`src/rtl/prbs_chk_pkg.sv`:
```
package prbs_chk_pkg;

    localparam int MAX_ORDER = 31;

    typedef logic [2:0] order_code_t;

    function automatic logic [4:0] order_len(input order_code_t code);
        case (code)
            3'd0:    return 5'd7;
            3'd1:    return 5'd10;
            3'd2:    return 5'd15;
            3'd3:    return 5'd23;
            default: return 5'd31;
        endcase
    endfunction

    function automatic logic [4:0] order_tap(input order_code_t code);
        case (code)
            3'd0:    return 5'd6;
            3'd1:    return 5'd7;
            3'd2:    return 5'd14;
            3'd3:    return 5'd18;
            default: return 5'd28;
        endcase
    endfunction

endpackage

```
`src/rtl/prbs_feedback.sv`:
```
module prbs_feedback
    import prbs_chk_pkg::*;
#(
    parameter int W = MAX_ORDER
) (
    input  logic [W-1:0] state,
    input  order_code_t  order_code,
    output logic         predict,
    output logic         live
);
    logic [4:0]   len;
    logic [4:0]   tap;
    logic [W-1:0] used_bits;

    always_comb begin
        len = order_len(order_code);
        tap = order_tap(order_code);
    end

    // Keep only the state bits that belong to the selected order.
    for (genvar i = 0; i < W; i++) begin : g_mask
        assign used_bits[i] = state[i] & (5'(i) < len);
    end

    assign predict = state[tap - 5'd1] ^ state[len - 5'd1];
    assign live    = |used_bits;

endmodule

```
`config.mk`:
```
export PLATFORM = sky130hd
export DESIGN_NAME = prbs_feedback
export DESIGN_NICKNAME = d
export VERILOG_FILES = /design/src/rtl/prbs_chk_pkg.sv /design/src/rtl/prbs_feedback.sv
export SDC_FILE = /design/constraint.sdc
export NUM_CORES = 1
export LEC_CHECK = 0
export BUFFER_PORTS_ARGS = -buffer_cell sky130_fd_sc_hd__buf_2
export CORE_AREA = 2 2 39 41
export DETAILED_ROUTE_END_ITERATION = 8
export DIE_AREA = 0 0 41 43
export PLACE_DENSITY = 0.49
export SETUP_SLACK_MARGIN = 0.05
export SKIP_LAST_GASP = 1
export SLEW_MARGIN = 20
export SYNTH_ARGS = -nofsm -noshare
export SYNTH_HDL_FRONTEND = slang
export SYNTH_SLANG_ARGS = --single-unit
```
`constraint.sdc`:
```
create_clock -name vclk -period 3.93
set_clock_uncertainty 0.1 [all_clocks]
set_input_delay 0.5895 -clock vclk [all_inputs]
set_output_delay 0.5895 -clock vclk [all_outputs]
set_load 0.02 [all_outputs]
```
==> impl_metrics.csv <==
group,metric,value,unit
outcome,outcome,"complete, no violations",
layout,instances_no_fill,75,
placed_design,dpl.hpwl,641,um
placed_design,gp_congestion,0.623,
setup_path,worst_path_max_delay_cell,"or4_1",
layout,diodes,0,
power_and_ir_drop,powerDensity,89.8,mW/mm^2
layout,regArea,0,um^2
layout,syn2layout_area_growth,122,%
sta,post-route-min-period,2.45,ns
grt,gr-usage-all-layers,7.49,%
routing,wl_per_cell,8.71,um
layout,final_util,26.3,%
floorplanning,io_pins,36,
floorplanning,initial_core_util,11.8,%
power_and_ir_drop,ir_drop,27.6,uV
sta,drv_slew,0,
setup_path,cp.depth,5,
logic_synthesis,ys_seq_area_share,0,%
layout,layout_common_cells,"36 x buf_2, 4 x nor4_1, 3 x mux2i_1, 3 x xnor2_1, 3 x or4_1",
layout,nFlopsAndLatches,0,
hold_path,hp-class,"input port to primary output",
logic_synthesis,synth.avg_cell_area,7.13,um^2
routing,dr.pass1.iters,1,
sta,slew_headroom,80.0,%
setup_path,cp.arrival,1.76,ns
sta,hold_violations,0,
routing,route.detailed.drc,0,
sta,setup_viol,0,
clock_network,cts_setup_buffers,0,
setup_path,cp_common_cell,"buf_2",
logic_synthesis,synth_cell_types,13,
grt,grt_max_degree,6,
clock_network,cts-resized-gates,0,
routing,ant_nets,0,
setup_path,cp_max_fo,1,
layout,drive_gt1_share,61.0,%
routing,drt_wl_total,653,um
sta,fmax,409,MHz
layout,num-nets-final,95,
grt,met3_usage,1.05,%
hold_path,worstHoldPathCells,4,
layout,clkbuf_count,0,
sta,setup_tns,0,ns
logic_synthesis,syn-cell-area,164,um^2
logic_synthesis,yosysWarnings,0,
placed_design,post_dp_cell_area,364,um^2
setup_path,end_kind,"primary output",
sta,hold_slack,1.42,ns
setup_path,worstSetupPathType,"input port to primary output",
grt,top_usage_layer,"met2",
placed_design,port_buffers,36,
grt,grt_pass1_vias,263,
sta,tightestPinTransition,0.298,ns
setup_path,critical_path.top_delay_family,"simple AND/OR/NAND/NOR gates",
layout,final_cell_area,364,um^2
sta,fin_crit_sh,62.2,%
power_and_ir_drop,power.leakage,0.183,nW
logic_synthesis,synth_nets,57,
sta,rsz0062_at_grt,"false",
setup_path,cp_cell_sequence,"buf_2, or4_1, nor4_1, o2111ai_1, buf_2",
floorplanning,coreArea,0.00138,mm^2
floorplanning,die_width,41,um
setup_path,slowest_delay,0.50,ns
run,maxCapViolCount,0,
floorplanning,die-height,43,um
layout,final_common_cell,"buf_2",
setup_path,cp.required,3.24,ns
floorplanning,rows,14,
clock_network,postCtsHoldBufs,0,
routing,drt_iter0_markers,0,
setup_path,cp.buffers_inverters,2,
floorplanning,die_area,0.00176,mm^2
grt,use_met1,9.49,%
setup_path,start_kind,"input port",
grt,grt_first_pass_wirelength,1010,um
routing,viasPerCell,4.29,
logic_synthesis,syn_inst,23,
routing,vias,322,
grt,grt_antenna_before_repair,0,
grt,grtUsageMet2,13.4,%
placed_design,placed_cells,75,
grt,grt-ovfl-total,0,
==> cells in the mapped netlist <==
master | count | area share [%]
a211oi_1 | 1 | 4.6
a21oi_1 | 2 | 6.1
mux2i_1 | 3 | 18
nand2_1 | 1 | 2.3
nor3_1 | 1 | 3.1
nor4_1 | 4 | 15
o2111ai_1 | 1 | 5.3
o21ai_0 | 1 | 3.1
o21ai_1 | 1 | 3.1
or3_1 | 1 | 3.8
or4_1 | 3 | 14
xnor2_1 | 3 | 16
xor2_1 | 1 | 5.3
==> logic make-up after synthesis <==
kind of cell	synth area share (%)
muxes	18.3
AOI/OAI and AO/OA	22.1
xor gates and xnor gates	21.4
and+or+nand+nor	38.2
==> metrics by stage <==
stage | setup WS [ns] | total power [W]
floorplan | 1.63 | 0.0000118
global placement | 1.50 | 0.0000332
detailed placement | 1.47 | 0.0000334
CTS | 1.47 | 0.0000335
global route | 1.40 | 0.0000370
finish | 1.48 | 0.0000327
==> area by class of cell <==
type                            count  area, um^2
Multi-Input combinational cell     23         164
Tap cell                           16        20.0
Timing Repair Buffer               36         180
Fill cell                         161        1020
==> power by group <==
part,switching [W],internal [W]
Combinational,0.0000133,0.0000193
Sequential,0,0
Clock,0,0
==> path summary, 6_finish.rpt <==
| path | startpoint | slack, ns | to |
|---|---|---|---|
| max | state[11] | 1.48 | live |
| min | state[4] | 1.42 | live |
==> layer usage <==
metal / wire length [um] / up-vias / share of wire, %
li1: - / 171 / -
met1: 244 / 132 / 37
met3: 104 / 0 / 16
met2: 304 / 19 / 47
met4: 0 / 0 / 0
met5: 0 / - / 0
Note: power is estimated with default switching activity, not from simulation.
